`src/rtl/dma_irq_pkg.sv`:
```
package dma_irq_pkg;
  // Strobes issued by the bus decoder to the status datapath
  typedef struct packed {
    logic enLoad;     // replace enable register with write data
    logic pendClear;  // clear pending bits where write data is one
  } regStrobe_t;
endpackage

```
`src/rtl/dma_irq_ctrl.sv`:
```
module dma_irq_ctrl
  import dma_irq_pkg::*;
(
  input  logic       clk,
  input  logic       rstN,
  input  logic       busWrEn,
  input  logic       busAddr,
  output regStrobe_t strb,
  output logic       rdSelPend
);
  always_comb begin
    strb.enLoad    = busWrEn && !busAddr;
    strb.pendClear = busWrEn && busAddr;
  end

  assign rdSelPend = busAddr;


  strobe_excl_chk: assert property (@(posedge clk) disable iff (!rstN)
    $onehot0({strb.enLoad, strb.pendClear}));
endmodule

```
`src/rtl/dma_irq_core.sv`:
```
module dma_irq_core
  import dma_irq_pkg::*;
#(
  parameter int CH_PER_GROUP = 8,
  localparam int STAT_W = 4 * CH_PER_GROUP,
  localparam int IDX_W  = (CH_PER_GROUP > 1) ? $clog2(CH_PER_GROUP) : 1
) (
  input  logic              clk,
  input  logic              rstN,
  input  regStrobe_t        strb,
  input  logic [STAT_W-1:0] wrData,
  input  logic [STAT_W-1:0] evVec,
  input  logic              rdSelPend,
  output logic [STAT_W-1:0] rdData,
  output logic              irqOut,
  output logic              endValid,
  output logic              endGroup,
  output logic [IDX_W-1:0]  endIndex
);
  localparam int NUM_CH = 2 * CH_PER_GROUP;

  logic [STAT_W-1:0] pendQ;
  logic [STAT_W-1:0] enQ;
  logic [STAT_W-1:0] clrMask;

  assign clrMask = strb.pendClear ? wrData : '0;

  // Pending: a new event wins over a clear of the same bit
  always_ff @(posedge clk) begin
    if (!rstN) pendQ <= '0;
    else       pendQ <= (pendQ & ~clrMask) | evVec;
  end

  always_ff @(posedge clk) begin
    if (!rstN)            enQ <= '0;
    else if (strb.enLoad) enQ <= wrData;
  end

  always_ff @(posedge clk) begin
    if (!rstN) irqOut <= 1'b0;
    else       irqOut <= |(pendQ & enQ);
  end

  assign rdData = rdSelPend ? pendQ : enQ;

  // Lowest-numbered pending end-of-transfer bit (odd positions only)
  always_comb begin
    endValid = 1'b0;
    endGroup = 1'b0;
    endIndex = '0;
    for (int i = NUM_CH - 1; i >= 0; i--) begin
      if (pendQ[2*i+1]) begin
        endValid = 1'b1;
        endGroup = (i >= CH_PER_GROUP);
        endIndex = IDX_W'(i % CH_PER_GROUP);
      end
    end
  end


  set_wins_chk: assert property (@(posedge clk) disable iff (!rstN)
    (evVec != '0) |=> ((pendQ & $past(evVec)) == $past(evVec)));


  clear_takes_chk: assert property (@(posedge clk) disable iff (!rstN)
    strb.pendClear |=> ((pendQ & $past(wrData & ~evVec)) == '0));


  irq_follow_chk: assert property (@(posedge clk) disable iff (!rstN)
    (|(pendQ & enQ)) |=> irqOut);


  always_comb begin
    if (rstN) begin
      end_valid_chk: assert (endValid == (|(pendQ & {NUM_CH{2'b10}})));
    end
  end
endmodule

```
`src/rtl/dma_irq_unit.sv`:
```
module dma_irq_unit
  import dma_irq_pkg::*;
(
  input  logic        clk,
  input  logic        rstN,
  input  logic        busWrEn,
  input  logic        busAddr,
  input  logic [31:0] busWrData,
  output logic [31:0] busRdData,
  input  logic [7:0]  normHalf,
  input  logic [7:0]  normEnd,
  input  logic [7:0]  dedHalf,
  input  logic [7:0]  dedEnd,
  output logic        irqOut,
  output logic        endValid,
  output logic        endGroup,
  output logic [2:0]  endIndex
);
  localparam int CH = 8;

  regStrobe_t  strb;
  logic        rdSelPend;
  logic [31:0] evVec;

  // Each channel owns an adjacent pair: half below end
  for (genvar c = 0; c < CH; c++) begin : g_map
    assign evVec[2*c]            = normHalf[c];
    assign evVec[2*c+1]          = normEnd[c];
    assign evVec[2*CH + 2*c]     = dedHalf[c];
    assign evVec[2*CH + 2*c + 1] = dedEnd[c];
  end

  dma_irq_ctrl u_ctrl (
    .clk      (clk),
    .rstN     (rstN),
    .busWrEn  (busWrEn),
    .busAddr  (busAddr),
    .strb     (strb),
    .rdSelPend(rdSelPend)
  );

  dma_irq_core #(.CH_PER_GROUP(CH)) u_core (
    .clk      (clk),
    .rstN     (rstN),
    .strb     (strb),
    .wrData   (busWrData),
    .evVec    (evVec),
    .rdSelPend(rdSelPend),
    .rdData   (busRdData),
    .irqOut   (irqOut),
    .endValid (endValid),
    .endGroup (endGroup),
    .endIndex (endIndex)
  );
endmodule

```
`config.mk`:
```
export PLATFORM = sky130hd
export DESIGN_NAME = dma_irq_unit
export DESIGN_NICKNAME = d
export VERILOG_FILES = /design/src/rtl/dma_irq_pkg.sv /design/src/rtl/dma_irq_ctrl.sv /design/src/rtl/dma_irq_core.sv /design/src/rtl/dma_irq_unit.sv
export SDC_FILE = /design/constraint.sdc
export NUM_CORES = 1
export LEC_CHECK = 0
export BUFFER_PORTS_ARGS = -buffer_cell sky130_fd_sc_hd__buf_2
export CORE_ASPECT_RATIO = 0.6
export CORE_MARGIN = 2
export CORE_UTILIZATION = 45
export DETAILED_ROUTE_END_ITERATION = 8
export GPL_TIMING_DRIVEN = 0
export MAX_ROUTING_LAYER = met4
export PLACE_DENSITY = 0.76
export SLEW_MARGIN = 20
export SYNTH_ARGS = -nofsm -noshare
export SYNTH_HDL_FRONTEND = slang
export SYNTH_SLANG_ARGS = --single-unit
```
`constraint.sdc`:
```
create_clock -name clk -period 1.38 [get_ports clk]
set_input_delay 0.276 -clock clk [delete_from_list [all_inputs] [get_ports clk]]
set_output_delay 0.276 -clock clk [all_outputs]
set_load 0.01 [all_outputs]
```
# ---- After elaboration in Yosys (flattened, before gate mapping)
# Index checks and enable logic that the tools add are counted.
dict set report totals {
  out_inout_bits 38
  ff_bits 65
  input_bits 68
  word_cells 53
}
dict set report classes {
  reduce_logical 4
  n_mux 42
  n_bitwise 4
}
# cell n
set ops {}
lappend ops {{$and 32x32->32} 2}
lappend ops {{$mux 32} 2}
lappend ops {{$mux 3} 16}
lappend ops {{$not 32->32} 1}
lappend ops {{$or 32x32->32} 1}
lappend ops {{$reduce_or 32->1} 1}
lappend ops {{$mux 1} 24}
lappend ops {{$logic_and 1x1->1} 2}
lappend ops {{$logic_not 1->1} 1}

# ---- Depth between registers and ports, before layout
# Gate-level depths: netlist (run 1).
dict set report logic_depth {
  word_depth 16
  mapped_depth 7
  depth_no_buf 4
}

# ---- By module
# From an unflattened synthesis (run 1), not the netlist that was laid out.
dict set report hier_totals {
  cells_unflattened 332
  hier_area_um2 3095.5
}
# module seq_area_each_um2 area_each_um2 cells_per_inst n_inst
set by_module_without_submodules {}
lappend by_module_without_submodules {dma_irq_core 1301.2 3071.7 329 1}
lappend by_module_without_submodules {dma_irq_ctrl 0.0 23.8 3 1}

# ---- Worst setup path after synthesis (run 1)
# OpenSTA, ideal clock, no wires.
dict set report synth_timing {
  path_kind {flip-flop to output port}
  from {reg u_core.pendQ[11]}
  to {out endIndex[0]}
  stages_incl_launch_ff 5
  path_buffers 0
  t_arrival_ns 1.114
  path_slack_ns -0.010
  path_cell_list {dfxtp_1 inv_2 a2111oi_2 and2b_1 a221o_1}
}
dict set report synth_via {
  elab_chain_cells 6
}
# item line_no
set synth_lines {}
lappend synth_lines {{start: declaration} dma_irq_core.sv:22} ;# logic [STAT_W-1:0] pendQ;
lappend synth_lines {{start signal: assignment} dma_irq_core.sv:31} ;# else pendQ <= (pendQ & ~clrMask) | evVec;
lappend synth_lines {{$mux 3 (6 in a row)} dma_irq_core.sv:52} ;# if (pendQ[2*i+1]) begin
lappend synth_lines {{end: declaration} dma_irq_unit.sv:17} ;# output logic [2:0] endIndex
# Every way passes these cells.

# ---- Worst setup path after layout (run 1)
dict set report layout_timing {
  from {reg u_core.pendQ[9]}
  to {out endIndex[0]}
}
dict set report layout_via {
  elab_chain_cells 5
}
# item line_no
set layout_lines {}
lappend layout_lines {{$mux 3 (5 in a row)} dma_irq_core.sv:52}
# Every way passes these cells.

==> flow_metrics.py, run 1 <==
metrics = {
    "global_route": {
        "grt_max_degree": 11,
        "track_usage": 0.2820,
        "grt_first_pass_wirelength_mm": 15.64,
        "grt-ovfl-total": 0,
        "grt_pass1_vias": 2928,
        "antenna_found_initial": 0,
    },
    "cells_and_area": {
        "nets": 558,
        "final_common_cell": "nand2_1",
        "area_growth_pct": 42.52,
        "final_util": 0.6608,
        "drive_above_1_share": 0.4277,
        "fillers": 555,
        "stdcell_area_sq_mm": 0.004412,
        "layout_common_cells": "99 x nand2_1, 95 x buf_2, 39 x dfxtp_1, 36 x a21oi_1, 33 x nor2b_1",
        "antenna_cells": 0,
    },
    "run_status": {
        "status": "finished, violations left",
        "failed_checks": "setup timing",
    },
    "cts": {
        "cts_buffers": 9,
        "cts_max_path_buffers": 2,
        "path_clk_slew_ns": 0.05,
        "cts_tree": "done",
        "insertion_delay_ns": 0.33,
        "holdBufCountCts": 0,
        "clock-root-buffer": "clkbuf_16",
        "cts.sinks": 65,
        "h-tree-depth": 3,
    },
    "power_and_ir_drop": {
        "switching_share": 0.2646,
        "clkPwrFrac": 0.403,
        "switching_power_w": 0.001344,
        "powerDensity_mw_per_mm2": 1151,
        "comb_power_share": 0.175,
        "power_frac_seq": 0.422,
        "worst_ir_drop_vdd_uv": 705.6,
        "power_leakage_nw": 1.915,
        "internal_power_w": 0.003735,
    },
    "logic_synthesis": {
        "synthMuxAreaShare": 0.1164,
        "avgSynthCellArea_sq_um": 8.412,
        "synth-edff-count": 0,
        "ys_seq_elements": 65,
        "synth_compound_area_frac": 0.1964,
        "syn_inst": 368,
        "synth_adder_area_share": 0,
        "syn-num-nets": 436,
        "synth_xor_area_frac": 0,
        "synth_warnings": 0,
        "async_flop_share": 0,
        "synth-simple-area-share": 0.2231,
        "synth_cell_types": 28,
        "synth_top_family_by_area": "simple AND/OR/NAND/NOR gates",
        "ys_seq_area_frac": 0.4204,
        "synth_area_sq_mm": 0.003095,
        "synth_flop_cell": "dfxtp_1",
    },
    "timing": {
        "hold_viol_final": 0,
        "skew_ns": 0.001768,
        "fin_ws_ns": -0.4058,
        "relSlewSlack": 0.5993,
        "min_period_over_period": 1.294,
        "rsz0062_at_grt": "yes",
        "finalMaxSlewViolations": 0,
        "fmax_mhz": 560.0,
        "period_needed_ns": 1.786,
        "worst_slew_pin_slew_ns": 0.6011,
        "setup_violations": 11,
    },
    "worst_setup_path": {
        "cp_cell_sequence": "a2111oi_4 -> and2b_1 -> a221o_1 -> buf_2",
        "crit_arrival_ns": 1.51,
        "required_ns": 1.10,
        "critPathCaptureType": "output port",
        "worstSetupPathType": "flip-flop to output port",
        "cp_top_family": "compound AO/OA/AOI/OAI gates",
        "crit_fanout": 6,
        "slowest_delay_ns": 0.37,
        "cp-start-kind": "flip-flop",
        "slowest_stage": "dfxtp_2",
        "path_buf_inv": 1,
    },
    "detailed_routing": {
        "drtPass1Iterations": 6,
        "ant_nets": 0,
        "drt-wirelength-per-cell_um": 17.93,
        "dr_total_vias": 3160,
        "drc": 0,
        "vias_per_cell": 5.467,
        "first_iter_violations": 323,
        "totalWireLength_mm": 10.36,
    },
    "placed_design": {
        "pre_cts_ws_ns": -0.1911,
        "portBuffers": 103,
        "placed_area_sq_mm": 0.003726,
        "dpl.hpwl_mm": 7.208,
        "gp_congestion": 0.9112,
    },
    "worst_hold_path": {
        "hold_class": "primary input to flip-flop",
    },
    "floorplan": {
        "dieArea_sq_mm": 0.007580,
        "core_area_sq_mm": 0.006676,
        "row_count": 23,
        "start_util": 0.4636,
        "die_h_um": 68.25,
        "ios": 106,
        "die_x_um": 111.1,
    },
    "job": {
        "cap_viol_max_count": 0,
    },
}
==> tightest hold or removal path: stages <==
cell	delay, ns
buf_2	0.07
a21oi_1	0.03
nor2b_1	0.08
==> per-stage QoR <==
step	setup TNS (ns)	std cells	power [W]	hold WS [ns]
3_5_place_dp	-5.425	558	0.002881	0.4598
3_3_place_gp	-4.672	558	0.002861	0.4516
2_1_floorplan	0	368	0.002548	0.4108
6_report	-1.821	578	0.005079	0.1641
4_1_cts	-1.931	574	0.004985	0.1634
5_1_grt	-2.250	578	0.005242	0.1808
==> synth_stat cells (2+ instances only) <==
cell type / count / area share
clkbuf_1: 7 / 0.0085
a21oi_1: 36 / 0.058
nand4_1: 5 / 0.010
nor2b_1: 33 / 0.067
buf_6: 3 / 0.011
buf_2: 12 / 0.019
inv_1: 3 / 0.0036
nand2_1: 100 / 0.12
o31ai_1: 2 / 0.0048
dfxtp_1: 65 / 0.42
mux2_2: 32 / 0.12
nor2_1: 9 / 0.011
a21boi_0: 2 / 0.0048
a21boi_1: 30 / 0.073
a22oi_1: 16 / 0.039
==> final cells by class <==
cell class | instances | area, sq um | area share
multi-input cells | 277 | 1795 | 0.4070
flip-flops and latches | 65 | 1366 | 0.3097
repair buffers | 111 | 703.2 | 0.1594
clock buffers | 11 | 252.7 | 0.05729
plain buffers | 22 | 165.2 | 0.03744
well taps | 87 | 108.9 | 0.02467
inverters | 4 | 15.01 | 0.003403
clock inverters | 1 | 5.005 | 0.001134
==> power groups by stage <==
stage | registers [W] | logic (W) | clock network (W)
2_1_floorplan | 0.00211 | 0.000435 | 0
3_3_place_gp | 0.00215 | 0.000707 | 0
3_5_place_dp | 0.00216 | 0.000720 | 0
4_1_cts | 0.00213 | 0.000812 | 0.00204
5_1_grt | 0.00215 | 0.000962 | 0.00212
6_report | 0.00214 | 0.000889 | 0.00205
==> routing by layer <==
| metal | GRT usage | vias up | wire length [um] |
|---|---|---|---|
| met3 | 0.07883 | 14 | 991 |
| met1 | 0.3897 | 1495 | 5011 |
| met4 | 0.08179 | 0 | 87 |
| li1 | - | 1497 | - |
| met5 | - | - | 0 |
| met2 | 0.4034 | 154 | 4270 |
==> worst paths after layout <==
| kind | from | to | slack (ns) | cells after the start |
|---|---|---|---|---|
| worst max-delay path | u_core.pendQ[9]$_SDFF_PN0_ | endIndex[0] | -0.41 | 4 |
| worst min-delay path | normEnd[3] | u_core.pendQ[7]$_SDFF_PN0_ | 0.16 | 3 |
| worst max register to register | u_core.pendQ[21]$_SDFF_PN0_ | u_core.irqOut$_SDFF_PN0_ | -0.01 | 5 |
| worst min register to register | u_core.enQ[0]$_SDFFE_PN0P_ | u_core.enQ[0]$_SDFFE_PN0P_ | 0.47 | 2 |
==> cells by family (layout without fill, tap and decap cells) <==
kind of cell / after synthesis / count (layout)
and+or+nand+nor: 154 / 154
AOI/OAI and AO/OA: 91 / 91
buffers and inverters: 26 / 149
muxes: 32 / 32
DFF: 65 / 65
==> what timing repair did <==
item                       CTS  global route
setup buffers                3             6
setup endpoints to repair   35            26
cloned                       1             0
gates resized for setup     58            45
pin swaps                    9             2
==> flip-flops by register name, indices dropped and copies added (netlist names) <==
name           cells
u_core.enQ        32
u_core.pendQ      32
u_core.irqOut      1
(Power assumes the default switching activity.)
==> run 2, diff against run 1 <==
- CORE_MARGIN: 2 -> 3
==> flow_metrics.py, run 2 (synthesis gave the netlist of run 1 again) <==
metrics = {
    "cells_and_area": {
        "antenna_cells": 0,
        "final_common_cell": "nand2_1",
        "drive_above_1_share": 0.4381,
        "multiInputGateArea_sq_mm": 0.001807,
        "instances_no_fill": 577,
        "nets": 557,
        "fillers": 497,
        "area_growth_pct": 43.45,
        "layout_common_cells": "100 x nand2_1, 95 x buf_2, 36 x dfxtp_1, 35 x a21oi_1, 33 x nor2b_1",
        "reg_top3": "u_core.enQ x32, u_core.pendQ x32, u_core.irqOut x1",
        "final_util": 0.6953,
        "seq_area_sq_mm": 0.001375,
        "stdcell_area_sq_mm": 0.004441,
    },
    "worst_setup_path": {
        "ff2ff_path_depth": 4,
        "required_ns": 1.10,
        "crit_fanout": 2,
        "reg2reg_from": "u_core.pendQ[21]$_SDFF_PN0_",
        "cp-start-kind": "flip-flop",
        "r2r_slack_ns": 0,
        "worstSetupPathType": "flip-flop to output port",
        "critPathCaptureType": "output port",
        "crit_arrival_ns": 1.48,
        "r2r-end": "u_core.irqOut$_SDFF_PN0_",
    },
    "worst_hold_path": {
        "hold_start": "normEnd[5]",
        "min_delay_path_depth": 3,
        "hold_class": "primary input to flip-flop",
        "hold_path_end": "u_core.pendQ[11]$_SDFF_PN0_",
    },
    "timing": {
        "fmax_mhz": 569.8,
        "setup_violations": 11,
        "hold_viol_final": 0,
        "fin_ws_ns": -0.3749,
        "fin_tns_setup_ns": -2.019,
        "finalMaxSlewViolations": 0,
        "worst_slew_pin_slew_ns": 0.5581,
        "skew_ns": 0.004775,
        "relSlewSlack": 0.6279,
        "min_period_over_period": 1.272,
        "rsz0062_at_grt": "yes",
        "period_needed_ns": 1.755,
    },
    "detailed_routing": {
        "vias_per_cell": 5.527,
        "dr_total_vias": 3189,
        "ant_nets": 0,
        "totalWireLength_mm": 10.52,
        "first_iter_violations": 280,
        "drc": 0,
        "drt-wirelength-per-cell_um": 18.23,
        "drtPass1Iterations": 5,
    },
    "placed_design": {
        "dp.cells": 555,
        "placed_area_sq_mm": 0.003722,
        "pre_cts_ws_ns": -0.1759,
        "gp_congestion": 0.8654,
        "portBuffers": 103,
        "dpl.hpwl_mm": 7.417,
    },
    "power_and_ir_drop": {
        "powerDensity_mw_per_mm2": 1197,
        "power_leakage_nw": 1.918,
        "switching_share": 0.2570,
        "comb_power_share": 0.168,
        "clkPwrFrac": 0.430,
        "power_frac_seq": 0.403,
        "switching_power_w": 0.001365,
        "internal_power_w": 0.003948,
        "worst_ir_drop_vdd_uv": 595.1,
    },
    "floorplan": {
        "row_count": 22,
        "die_x_um": 113.1,
        "die_h_um": 70.25,
        "dieArea_sq_mm": 0.007943,
        "core_area_sq_mm": 0.006386,
        "ios": 106,
        "start_util": 0.4847,
    },
    "global_route": {
        "grt-ovfl-total": 0,
        "track_usage": 0.2715,
        "antenna_found_initial": 0,
        "grt_pass1_vias": 3075,
        "grt_max_degree": 11,
        "grt_first_pass_wirelength_mm": 16.08,
    },
    "cts": {
        "cts_buffers": 9,
        "cts.sinks": 65,
        "insertion_delay_ns": 0.33,
        "h-tree-depth": 3,
        "cts_max_path_buffers": 2,
        "clock-root-buffer": "clkbuf_16",
        "cts_tree": "done",
        "path_clk_slew_ns": 0.05,
    },
    "run_status": {
        "failed_checks": "setup timing",
        "status": "finished, violations left",
    },
    "job": {
        "cap_viol_max_count": 0,
    },
}
==> run 2: critical path, stage by stage, from the launching register on <==
cell       delay (ns)
dfxtp_4          0.36
a2111oi_4        0.37
and2b_1          0.17
a221o_1          0.12
buf_2            0.12
==> run 2: cell type report <==
type,count,share of cell area
Tap cell,84,0.02367
Clock buffer,13,0.05861
Timing Repair Buffer,110,0.1530
Sequential cell,65,0.3097
Clock inverter,2,0.008453
Inverter,4,0.003381
Buffer,22,0.03635
Multi-Input combinational cell,277,0.4069
==> run 2: how the worst max path moves through the flow <==
stage	start	end	slack (ns)	cells after the start
finish	u_core.pendQ[13]$_SDFF_PN0_	endIndex[0]	-0.37	4
detailed placement	busAddr	busRdData[25]	-0.18	4
global placement	busAddr	busRdData[25]	-0.18	4
floorplan	u_core.pendQ[11]$_SDFF_PN0_	endIndex[0]	0.03	4
CTS	u_core.pendQ[13]$_SDFF_PN0_	endIndex[0]	-0.38	4
global route	u_core.pendQ[13]$_SDFF_PN0_	endIndex[0]	-0.45	4
==> run 2: repair_timing <==
item,4_1_cts,5_1_grt
pin swaps,9,5
setup buffers,5,2
endpoints found under the hold margin,0,0
endpoints found under the setup margin,36,28
resized for setup,57,50
gates cloned,0,0
hold buffers,0,0
==> run 2: power by group through the flow <==
| stage | Clock, W | Sequential [W] | Combinational [W] |
|---|---|---|---|
| 2_1_floorplan | 0 | 0.00211 | 0.000435 |
| 3_3_place_gp | 0 | 0.00215 | 0.000709 |
| 3_5_place_dp | 0 | 0.00216 | 0.000723 |
| 4_1_cts | 0.00228 | 0.00212 | 0.000815 |
| 5_1_grt | 0.00237 | 0.00215 | 0.000967 |
| 6_report | 0.00228 | 0.00214 | 0.000890 |
==> run 2: through the flow <==
step / hold WS (ns) / power, W
detailed placement: 0.4598 / 0.002884
CTS: 0.1634 / 0.005224
global placement: 0.4517 / 0.002862
floorplan: 0.4108 / 0.002548
global route: 0.1742 / 0.005485
finish: 0.1711 / 0.005314
==> run 2: layer usage <==
| metal | up-vias | global-route usage | wire [um] |
|---|---|---|---|
| met5 | - | - | 0 |
| met4 | 0 | 0.06667 | 120 |
| met3 | 17 | 0.06494 | 1081 |
| met2 | 158 | 0.3878 | 4536 |
| met1 | 1513 | 0.3855 | 4777 |
| li1 | 1501 | - | - |
